==> config.mk <==
export PLATFORM = sky130hd
export DESIGN_NAME = opnd_fetch
export DESIGN_NICKNAME = d
export VERILOG_FILES = /design/src/rtl/opnd_fetch.sv
export SDC_FILE = /design/constraint.sdc
export NUM_CORES = 1
export LEC_CHECK = 0
export CORE_AREA = 5 5 89 132
export CTS_CLUSTER_SIZE = 10
export DETAILED_ROUTE_END_ITERATION = 10
export DIE_AREA = 0 0 94 137
export HOLD_SLACK_MARGIN = 0.15
export PLACE_DENSITY = 0.78
export SYNTH_ARGS = -nofsm -noshare
export SYNTH_HDL_FRONTEND = slang
export SYNTH_SLANG_ARGS = --single-unit
==> constraint.sdc <==
create_clock -name clk -period 2.2 [get_ports clk]
set_input_delay 0.22 -clock clk [delete_from_list [all_inputs] [get_ports clk]]
set_output_delay 0.22 -clock clk [all_outputs]
set_load 0.05 [all_outputs]
==> src/rtl/opnd_fetch.sv <==
module opnd_fetch #(
  parameter int DW = 24,
  parameter int FW = 13,
  parameter int AW = 12,
  parameter int MW = 3
) (
  input  logic          clk,
  input  logic          rst_n,
  input  logic          start,
  input  logic [MW-1:0] mode,
  input  logic [FW-1:0] field,
  input  logic [DW-1:0] reg_acc,
  input  logic [DW-1:0] reg_b,
  input  logic [DW-1:0] reg_c,
  input  logic [DW-1:0] reg_d,
  input  logic [DW-1:0] reg_pc,
  output logic          mem_rd_en,
  output logic [AW-1:0] mem_addr,
  input  logic [DW-1:0] mem_rdata,
  output logic          busy,
  output logic          done,
  output logic          err,
  output logic [DW-1:0] operand
);

  localparam logic [MW-1:0] M_CONST = MW'(0);
  localparam logic [MW-1:0] M_DIR   = MW'(1);
  localparam logic [MW-1:0] M_DBL   = MW'(2);
  localparam logic [MW-1:0] M_REG   = MW'(3);
  localparam logic [MW-1:0] M_RPTR  = MW'(4);
  localparam logic [FW-1:0] C_ACC = FW'(0);
  localparam logic [FW-1:0] C_B   = FW'(1);
  localparam logic [FW-1:0] C_C   = FW'(6);
  localparam logic [FW-1:0] C_D   = FW'(7);
  localparam logic [FW-1:0] C_PC  = FW'((1 << AW) - 1);

  typedef enum logic [2:0] {S_IDLE, S_ISS1, S_WAIT1, S_ISS2, S_WAIT2, S_FIN} st_t;

  st_t           st;
  logic [AW-1:0] addr_q;
  logic [DW-1:0] op_q;
  logic          err_q;
  logic          chain_q;
  logic          reg_hit;
  logic [DW-1:0] reg_val;
  logic [DW-1:0] imm_ext;

  always_comb begin
    reg_hit = 1'b1;
    reg_val = '0;
    case (field)
      C_ACC:   reg_val = reg_acc;
      C_B:     reg_val = reg_b;
      C_C:     reg_val = reg_c;
      C_D:     reg_val = reg_d;
      C_PC:    reg_val = reg_pc;
      default: reg_hit = 1'b0;
    endcase
  end

  assign imm_ext   = {{(DW-FW){field[FW-1]}}, field};
  assign mem_rd_en = (st == S_ISS1) || (st == S_ISS2);
  assign mem_addr  = addr_q;
  assign busy      = (st != S_IDLE);
  assign done      = (st == S_FIN);
  assign err       = err_q;
  assign operand   = op_q;

  always_ff @(posedge clk or negedge rst_n) begin
    if (!rst_n) begin
      st      <= S_IDLE;
      addr_q  <= '0;
      op_q    <= '0;
      err_q   <= 1'b0;
      chain_q <= 1'b0;
    end else begin
      case (st)
        S_IDLE: if (start) begin
          err_q <= 1'b0;
          case (mode)
            M_CONST: begin
              op_q <= imm_ext;
              st   <= S_FIN;
            end
            M_DIR, M_DBL: begin
              addr_q  <= field[AW-1:0];
              chain_q <= (mode == M_DBL);
              st      <= S_ISS1;
            end
            M_REG: begin
              op_q  <= reg_hit ? reg_val : '0;
              err_q <= !reg_hit;
              st    <= S_FIN;
            end
            M_RPTR: begin
              if (reg_hit) begin
                addr_q  <= reg_val[AW-1:0];
                chain_q <= 1'b0;
                st      <= S_ISS1;
              end else begin
                op_q  <= '0;
                err_q <= 1'b1;
                st    <= S_FIN;
              end
            end
            default: begin
              op_q  <= '0;
              err_q <= 1'b1;
              st    <= S_FIN;
            end
          endcase
        end
        S_ISS1: st <= S_WAIT1;
        S_WAIT1: begin
          if (chain_q) begin
            addr_q <= mem_rdata[AW-1:0];
            st     <= S_ISS2;
          end else begin
            op_q <= mem_rdata;
            st   <= S_FIN;
          end
        end
        S_ISS2: st <= S_WAIT2;
        S_WAIT2: begin
          op_q <= mem_rdata;
          st   <= S_FIN;
        end
        S_FIN:   st <= S_IDLE;
        default: st <= S_IDLE;
      endcase
    end
  end

  AST_READ_SPACED: assert property (@(posedge clk) disable iff (!rst_n)
    mem_rd_en |=> !mem_rd_en);
  AST_ERR_ZERO: assert property (@(posedge clk) disable iff (!rst_n)
    (done && err) |-> (operand == '0));
  AST_DONE_PULSE: assert property (@(posedge clk) disable iff (!rst_n)
    done |=> !done);
  AST_BUSY_HOLD: assert property (@(posedge clk) disable iff (!rst_n)
    (busy && !done) |=> busy);
  AST_START_TAKEN: assert property (@(posedge clk) disable iff (!rst_n)
    (!busy && start) |=> busy);
  AST_CONST_FAST: assert property (@(posedge clk) disable iff (!rst_n)
    (!busy && start && mode == M_CONST) |=> (done && !err));
  AST_BAD_MODE: assert property (@(posedge clk) disable iff (!rst_n)
    (!busy && start && mode > M_RPTR) |=> (done && err));
  AST_DONE_DROPS: assert property (@(posedge clk) disable iff (!rst_n)
    done |=> !busy);

endmodule

After elaboration in Yosys (flattened, before gate mapping)
Cells that the tools add are included.

storage, ports and cells
  latch bits = 0
  memories kept = 0
  input port bits = 163
  bits in registers = 41
  ROM bits = 0
  logic and storage cells = 64
  bits in writable memories = 0
  output and inout bits = 40

cells by class
  multiply operators = 0
  equality and inequality tests = 21
  divide/modulo/power cells = 0
  add/sub/neg operators = 0
  order comparisons = 0
  mux-type cells = 22
  shifts and indexed selects = 0
  reductions and logical operators = 16
  bitwise gates (word level) = 0

operator list
  kind                                                               number
  24-bit case mux with 5 select lines                                1
  24-bit 2-to-1 mux                                                  4
  24-bit case mux with 4 select lines                                1
  24-bit case mux with 3 select lines                                1
  12-bit case mux with 2 select lines                                2
  12-bit 2-to-1 mux                                                  3
  13-bit by 3-bit == test with 1-bit output, second input constant   2
  3-bit case mux with 5 select lines                                 1
  13-bit by 1-bit == test with 1-bit output, second input constant   1
  13-bit by 12-bit == test with 1-bit output, second input constant  1
  13-bit logical NOT                                                 1
  3-bit by 2-bit == test with 1-bit output, second input constant    4
  2-bit inequality test, second input constant                       5
  5-bit AND reduction                                                2
  3-bit == test, second input constant                               3
  3-bit 2-to-1 mux                                                   3
  3-bit by 1-bit == test with 1-bit output, second input constant    2
  3-bit logical NOT                                                  2
  3-bit inequality test, second input constant                       2
  3-bit case mux with 2 select lines                                 1
  3-bit nonzero test                                                 2
  5-bit OR reduction                                                 1
  4-bit AND reduction                                                1
  2-bit nonzero test                                                 2
  9 further kinds                                                    11

Depth between registers and ports, before layout
  depth after elaboration = 7
  mapped depth = 8
  depth with buffers taken out = 5

Worst setup path before layout
No wires, ideal clock.

  kind = input -> register
  start = input port field[4]
  end = register op_q[10] (netlist: operand[10])
  required time = 2.075 ns
  stages on the path = 6
  arrival = 2.228 ns
  slack = -0.153 ns
  setup time = 0.125 ns
  path through = or4_4 -> nor4_4 -> a21oi_2 -> o31ai_4 -> buf_6 -> mux2_2

on the way
  word-level cells in the longest chain between the ends = 7

RTL lines
  what                                                                      RTL line  text
  start: declaration                                                        11        input logic [FW-1:0] field,
  13-bit by 12-bit == test with 1-bit output, or another cell as far along  51        case (field)
  5-bit OR reduction (no line)                                              --
  1-bit 2-to-1 mux                                                          51
  24-bit 2-to-1 mux                                                         91        op_q <= reg_hit ? reg_val : '0;
  24-bit case mux with 4 select lines                                       80        case (mode)
  24-bit 2-to-1 mux                                                         78        S_IDLE: if (start) begin
  24-bit case mux with 3 select lines                                       77        case (st)
  end signal: assignment                                                    82        op_q <= imm_ext;
  end signal: assignment                                                    91
  end signal: assignment                                                    119       op_q <= mem_rdata;
  end: declaration                                                          41        logic [DW-1:0] op_q;

Several ways; a longest one is shown, not always the timed one. The select of a mux whose other input is x is not followed.
A chain may end at the register's enable or synchronous reset.

Worst setup path after layout
  start = input port field[3]
  end = register op_q[0] (netlist: operand[0])

Same word-level chain as after synthesis.

==> impl_metrics.xml <==
<?xml version="1.0" encoding="UTF-8"?>
<metrics>
  <group name="worst_hold_path">
    <metric name="min_delay_path_depth" unit="">1</metric>
    <metric name="worstHoldPathType" unit="">reg -&gt; reg</metric>
    <metric name="hold_end" unit="">operand[13]</metric>
    <metric name="worstHoldStart" unit="">operand[13]</metric>
  </group>
  <group name="cts">
    <metric name="clk_pin_slew_worst_paths" unit="ns">0.06</metric>
    <metric name="cts_htree_levels" unit="">2</metric>
    <metric name="clock_sinks" unit="">41</metric>
    <metric name="cts_inserted_buffers" unit="">5</metric>
    <metric name="tritoncts" unit="">done</metric>
    <metric name="cts.path.max_buffers" unit="">2</metric>
    <metric name="source_to_sink_clock_delay_at_the_later_pin_of_the_worst_skew_pair" unit="ns">0.28</metric>
    <metric name="cts_root_buffer" unit="">sky130_fd_sc_hd__clkbuf_16</metric>
  </group>
  <group name="final_layout">
    <metric name="layout.core_utilization" unit="%">61.5</metric>
    <metric name="final_nets" unit="">819</metric>
    <metric name="synthToLayoutAreaGrowth" unit="%">75.7</metric>
    <metric name="final_cells" unit="">800</metric>
    <metric name="final.fill_count" unit="">902</metric>
    <metric name="antenna_cells_inserted" unit="">0</metric>
    <metric name="post-route-cell-area" unit="um2">6440</metric>
    <metric name="drive_gt1_share" unit="%">24.2</metric>
  </group>
  <group name="critical_path">
    <metric name="cp_data_arrival_time" unit="ns">2.46</metric>
    <metric name="path_max_fanout" unit="">5</metric>
    <metric name="critical_path.reg2reg.startpoint" unit="">st[0]</metric>
    <metric name="cp-start-kind" unit="">input pin</metric>
    <metric name="crit_path_end_kind" unit="">flip-flop</metric>
    <metric name="r2r_slack" unit="ns">0.11</metric>
    <metric name="required" unit="ns">2.43</metric>
    <metric name="worstReg2RegEnd" unit="">operand[20]</metric>
    <metric name="timing_worst_setup_path_type" unit="">in -&gt; reg</metric>
    <metric name="worstRegToRegCells" unit="">8</metric>
  </group>
  <group name="route">
    <metric name="detail_route.wl_per_cell" unit="um">21.2</metric>
    <metric name="detailroute.via_count" unit="">4685</metric>
    <metric name="wl" unit="um">16900</metric>
    <metric name="drt_drc_violations_left" unit="">0</metric>
    <metric name="detail_route.vias_per_cell" unit="">5.86</metric>
    <metric name="drtAntennaViolNets" unit="">0</metric>
    <metric name="drtIter0Drc" unit="">381</metric>
    <metric name="firstDrtPassIters" unit="">6</metric>
  </group>
  <group name="yosys">
    <metric name="yosys.cell_count.top_type" unit="">sky130_fd_sc_hd__mux2_2</metric>
    <metric name="synth_async_sr_flop_share" unit="%">100</metric>
    <metric name="synth-seq-cells" unit="">41</metric>
    <metric name="synth_top_flop_cell" unit="">sky130_fd_sc_hd__dfrtp_1</metric>
    <metric name="number_of_warnings_printed_during_yosys_synthesis" unit="">0</metric>
    <metric name="synth.top_cells.by_area" unit="">sky130_fd_sc_hd__dfrtp_1 28%, sky130_fd_sc_hd__mux2_2 18%, sky130_fd_sc_hd__a21oi_1 5.5%, sky130_fd_sc_hd__nand2_1 4.7%, sky130_fd_sc_hd__a31oi_1 4.1%</metric>
    <metric name="synthTopCellsByCount" unit="">59 x sky130_fd_sc_hd__mux2_2, 46 x sky130_fd_sc_hd__nand2_1, 41 x sky130_fd_sc_hd__dfrtp_1</metric>
    <metric name="synth-seq-area-share" unit="%">28.0</metric>
    <metric name="synth_largest_area_cell" unit="">sky130_fd_sc_hd__dfrtp_1</metric>
    <metric name="postSynthCellCount" unit="">431</metric>
    <metric name="yosys.area.top_type_share" unit="%">28.0</metric>
    <metric name="synth_area" unit="um2">3670</metric>
    <metric name="synth_nets" unit="">594</metric>
    <metric name="synth-edff-count" unit="">0</metric>
    <metric name="synthesis.area_per_instance" unit="um2">8.51</metric>
    <metric name="yosys.cell_types.count" unit="">47</metric>
  </group>
  <group name="timing">
    <metric name="holdWs" unit="ns">0.505</metric>
    <metric name="worst-slew-pin-transition" unit="ns">0.961</metric>
    <metric name="max_slew_margin" unit="%">35.9</metric>
    <metric name="final_min_period_over_clock_period" unit="%">102</metric>
    <metric name="summed_negative_setup_slack_over_all_endpoints" unit="ns">-0.0647</metric>
    <metric name="finalCriticalPeriod" unit="ns">2.23</metric>
    <metric name="fmax" unit="MHz">448</metric>
    <metric name="final_max_tran_viols" unit="">0</metric>
    <metric name="rsz0062_at_grt" unit="">true</metric>
    <metric name="setup-violations-final" unit="">4</metric>
    <metric name="worst_slack" unit="ns">-0.0345</metric>
    <metric name="finalClockSkew" unit="ns">0.00401</metric>
    <metric name="hold_violations" unit="">0</metric>
  </group>
  <group name="die">
    <metric name="num_rows" unit="">46</metric>
    <metric name="dieHeight" unit="um">137</metric>
    <metric name="floorplan.io_pins" unit="">203</metric>
    <metric name="initial_core_utilization" unit="%">35.0</metric>
    <metric name="floorplan.die_area" unit="um2">12900</metric>
    <metric name="dieWidth" unit="um">94</metric>
    <metric name="core_ar" unit="um2">10500</metric>
  </group>
  <group name="pwr">
    <metric name="power_frac_comb" unit="%">69.7</metric>
    <metric name="power_switching" unit="W">0.00329</metric>
    <metric name="vdd.ir_drop.worst" unit="V">0.000821</metric>
    <metric name="total_internal_power" unit="W">0.00369</metric>
    <metric name="pwr-share-seq" unit="%">19.8</metric>
    <metric name="p_per_cell_area" unit="nW/um2">1080</metric>
    <metric name="switching_share" unit="%">47.2</metric>
    <metric name="total_leakage_power" unit="nW">2.52</metric>
    <metric name="clock_power_share" unit="%">10.5</metric>
  </group>
  <group name="global_route">
    <metric name="grt_usage" unit="%">25.1</metric>
    <metric name="pin_count_of_the_biggest_net_entering_global_routing" unit="">42</metric>
    <metric name="grt_antenna_before_repair" unit="">0</metric>
    <metric name="grt_first_pass_wirelength" unit="um">25100</metric>
    <metric name="total_overflow_reported_by_the_global_router" unit="">0</metric>
    <metric name="first_global_vias" unit="">5131</metric>
  </group>
  <group name="outcome">
    <metric name="run_status" unit="">finished, violations left</metric>
    <metric name="violations" unit="">negative setup slack</metric>
  </group>
  <group name="placed_design">
    <metric name="routabilityCongestion" unit="">0.928</metric>
    <metric name="buffer_ports.inserted" unit="">202</metric>
    <metric name="placed_area" unit="um2">6110</metric>
    <metric name="post-place-cells" unit="">783</metric>
    <metric name="detailedPlacementHpwl" unit="um">12600</metric>
  </group>
  <group name="run">
    <metric name="cap_violations" unit="">0</metric>
  </group>
</metrics>
==> repair_timing <==
action	CTS	global route
buffers inserted	4	1
pin swaps	5	4
gates cloned	3	1
setup endpoints to repair	37	37
hold buffers	1	0
endpoints found under the hold margin	41	0
resized for setup	19	27
==> per-layer routing <==
layer | track usage [%] | wire [um] | vias to the layer above
li1 | - | - | 2078
met1 | 26.7 | 5650 | 2184
met2 | 45.1 | 8740 | 341
met3 | 6.16 | 1700 | 82
met4 | 13.5 | 852 | 0
met5 | 0 | 0 | -
==> critical path, stage by stage <==
cell and delay [ns]:
sky130_fd_sc_hd__clkdlybuf4s50_1 0.50, sky130_fd_sc_hd__or3_1 0.46, sky130_fd_sc_hd__nor4_4 0.39, sky130_fd_sc_hd__clkdlybuf4s15_2 0.38, sky130_fd_sc_hd__nand2_1 0.12, sky130_fd_sc_hd__a31oi_1 0.22
sky130_fd_sc_hd__mux2_4 0.17
==> registers in the layout (all words and copies together) (netlist names) <==
| signal | flops |
|---|---|
| mem_addr | 12 |
| operand | 24 |
| chain_q | 1 |
| err | 1 |
| st | 3 |
==> kinds of logic (layout without fill, tap and decap cells) <==
group           Yosys count  count (layout)  share of synthesized area, %
compound gates          140             140                          25.0
simple gates            119             119                          18.2
mux                      73              73                          22.0
buf+inv                  55             280                          6.11
flops                    41              41                          28.0
xor+xnor                  3               3                         0.717
==> placed cells by master (no fill, tap or decap), types with 3 or more instances in the layout <==
master	instances
sky130_fd_sc_hd__buf_6	4
sky130_fd_sc_hd__a21oi_1	40
sky130_fd_sc_hd__nand2_1	46
sky130_fd_sc_hd__mux2_4	14
sky130_fd_sc_hd__a31oi_1	24
sky130_fd_sc_hd__o32ai_1	10
sky130_fd_sc_hd__nand3_1	10
sky130_fd_sc_hd__clkbuf_2	3
sky130_fd_sc_hd__nor4_2	3
sky130_fd_sc_hd__nand4_1	3
sky130_fd_sc_hd__buf_2	3
sky130_fd_sc_hd__a32oi_1	15
sky130_fd_sc_hd__clkbuf_16	5
sky130_fd_sc_hd__dfrtp_1	41
sky130_fd_sc_hd__mux2i_1	13
sky130_fd_sc_hd__a22oi_1	9
sky130_fd_sc_hd__o22ai_1	13
sky130_fd_sc_hd__nor2_1	5
sky130_fd_sc_hd__nor3_2	3
sky130_fd_sc_hd__or3b_2	14
sky130_fd_sc_hd__o21ai_0	17
sky130_fd_sc_hd__mux2_2	46
sky130_fd_sc_hd__clkdlybuf4s50_1	189
sky130_fd_sc_hd__dlygate4sd2_1	6
sky130_fd_sc_hd__buf_4	47
sky130_fd_sc_hd__xnor2_1	3
sky130_fd_sc_hd__and2_1	13
sky130_fd_sc_hd__inv_1	13
==> stage by stage <==
| step | setup slack [ns] | total power (W) |
|---|---|---|
| floorplan | -0.122 | 0.00414 |
| global placement | -0.504 | 0.00576 |
| detailed placement | -0.550 | 0.00586 |
| CTS | 0.00293 | 0.00681 |
| global route | -0.0365 | 0.00726 |
| finish | -0.0345 | 0.00698 |
==> area by class of cell <==
class | count | area (um2) | share of cell area (%)
clock buffer | 7 | 143 | 2.21
inverter | 13 | 48.8 | 0.758
multi-input combinational | 335 | 2540 | 39.5
sequential | 41 | 1030 | 15.9
tap | 144 | 180 | 2.80
timing repair buffer | 260 | 2500 | 38.8
==> power groups by stage <==
stage | logic [W] | registers [W] | clock network [W]
detailed placement | 0.00449 | 0.00137 | 0
global placement | 0.00440 | 0.00136 | 0
floorplan | 0.00175 | 0.00240 | 0
CTS | 0.00470 | 0.00136 | 0.000738
global route | 0.00508 | 0.00142 | 0.000766
finish | 0.00487 | 0.00138 | 0.000733
==> worst max path at each step <==
| stage | to | from | slack (ns) | cells past startpoint |
|---|---|---|---|---|
| global route | operand[22] | field[3] | -0.04 | 8 |
| detailed placement | mem_addr[11] | field[4] | -0.55 | 8 |
| global placement | mem_addr[10] | field[4] | -0.50 | 8 |
| finish | operand[0] | field[3] | -0.03 | 7 |
| floorplan | operand[10] | field[4] | -0.12 | 6 |
| CTS | operand[3] | field[11] | 0.003 | 8 |
No activity file was read; power rests on OpenSTA's default activity.
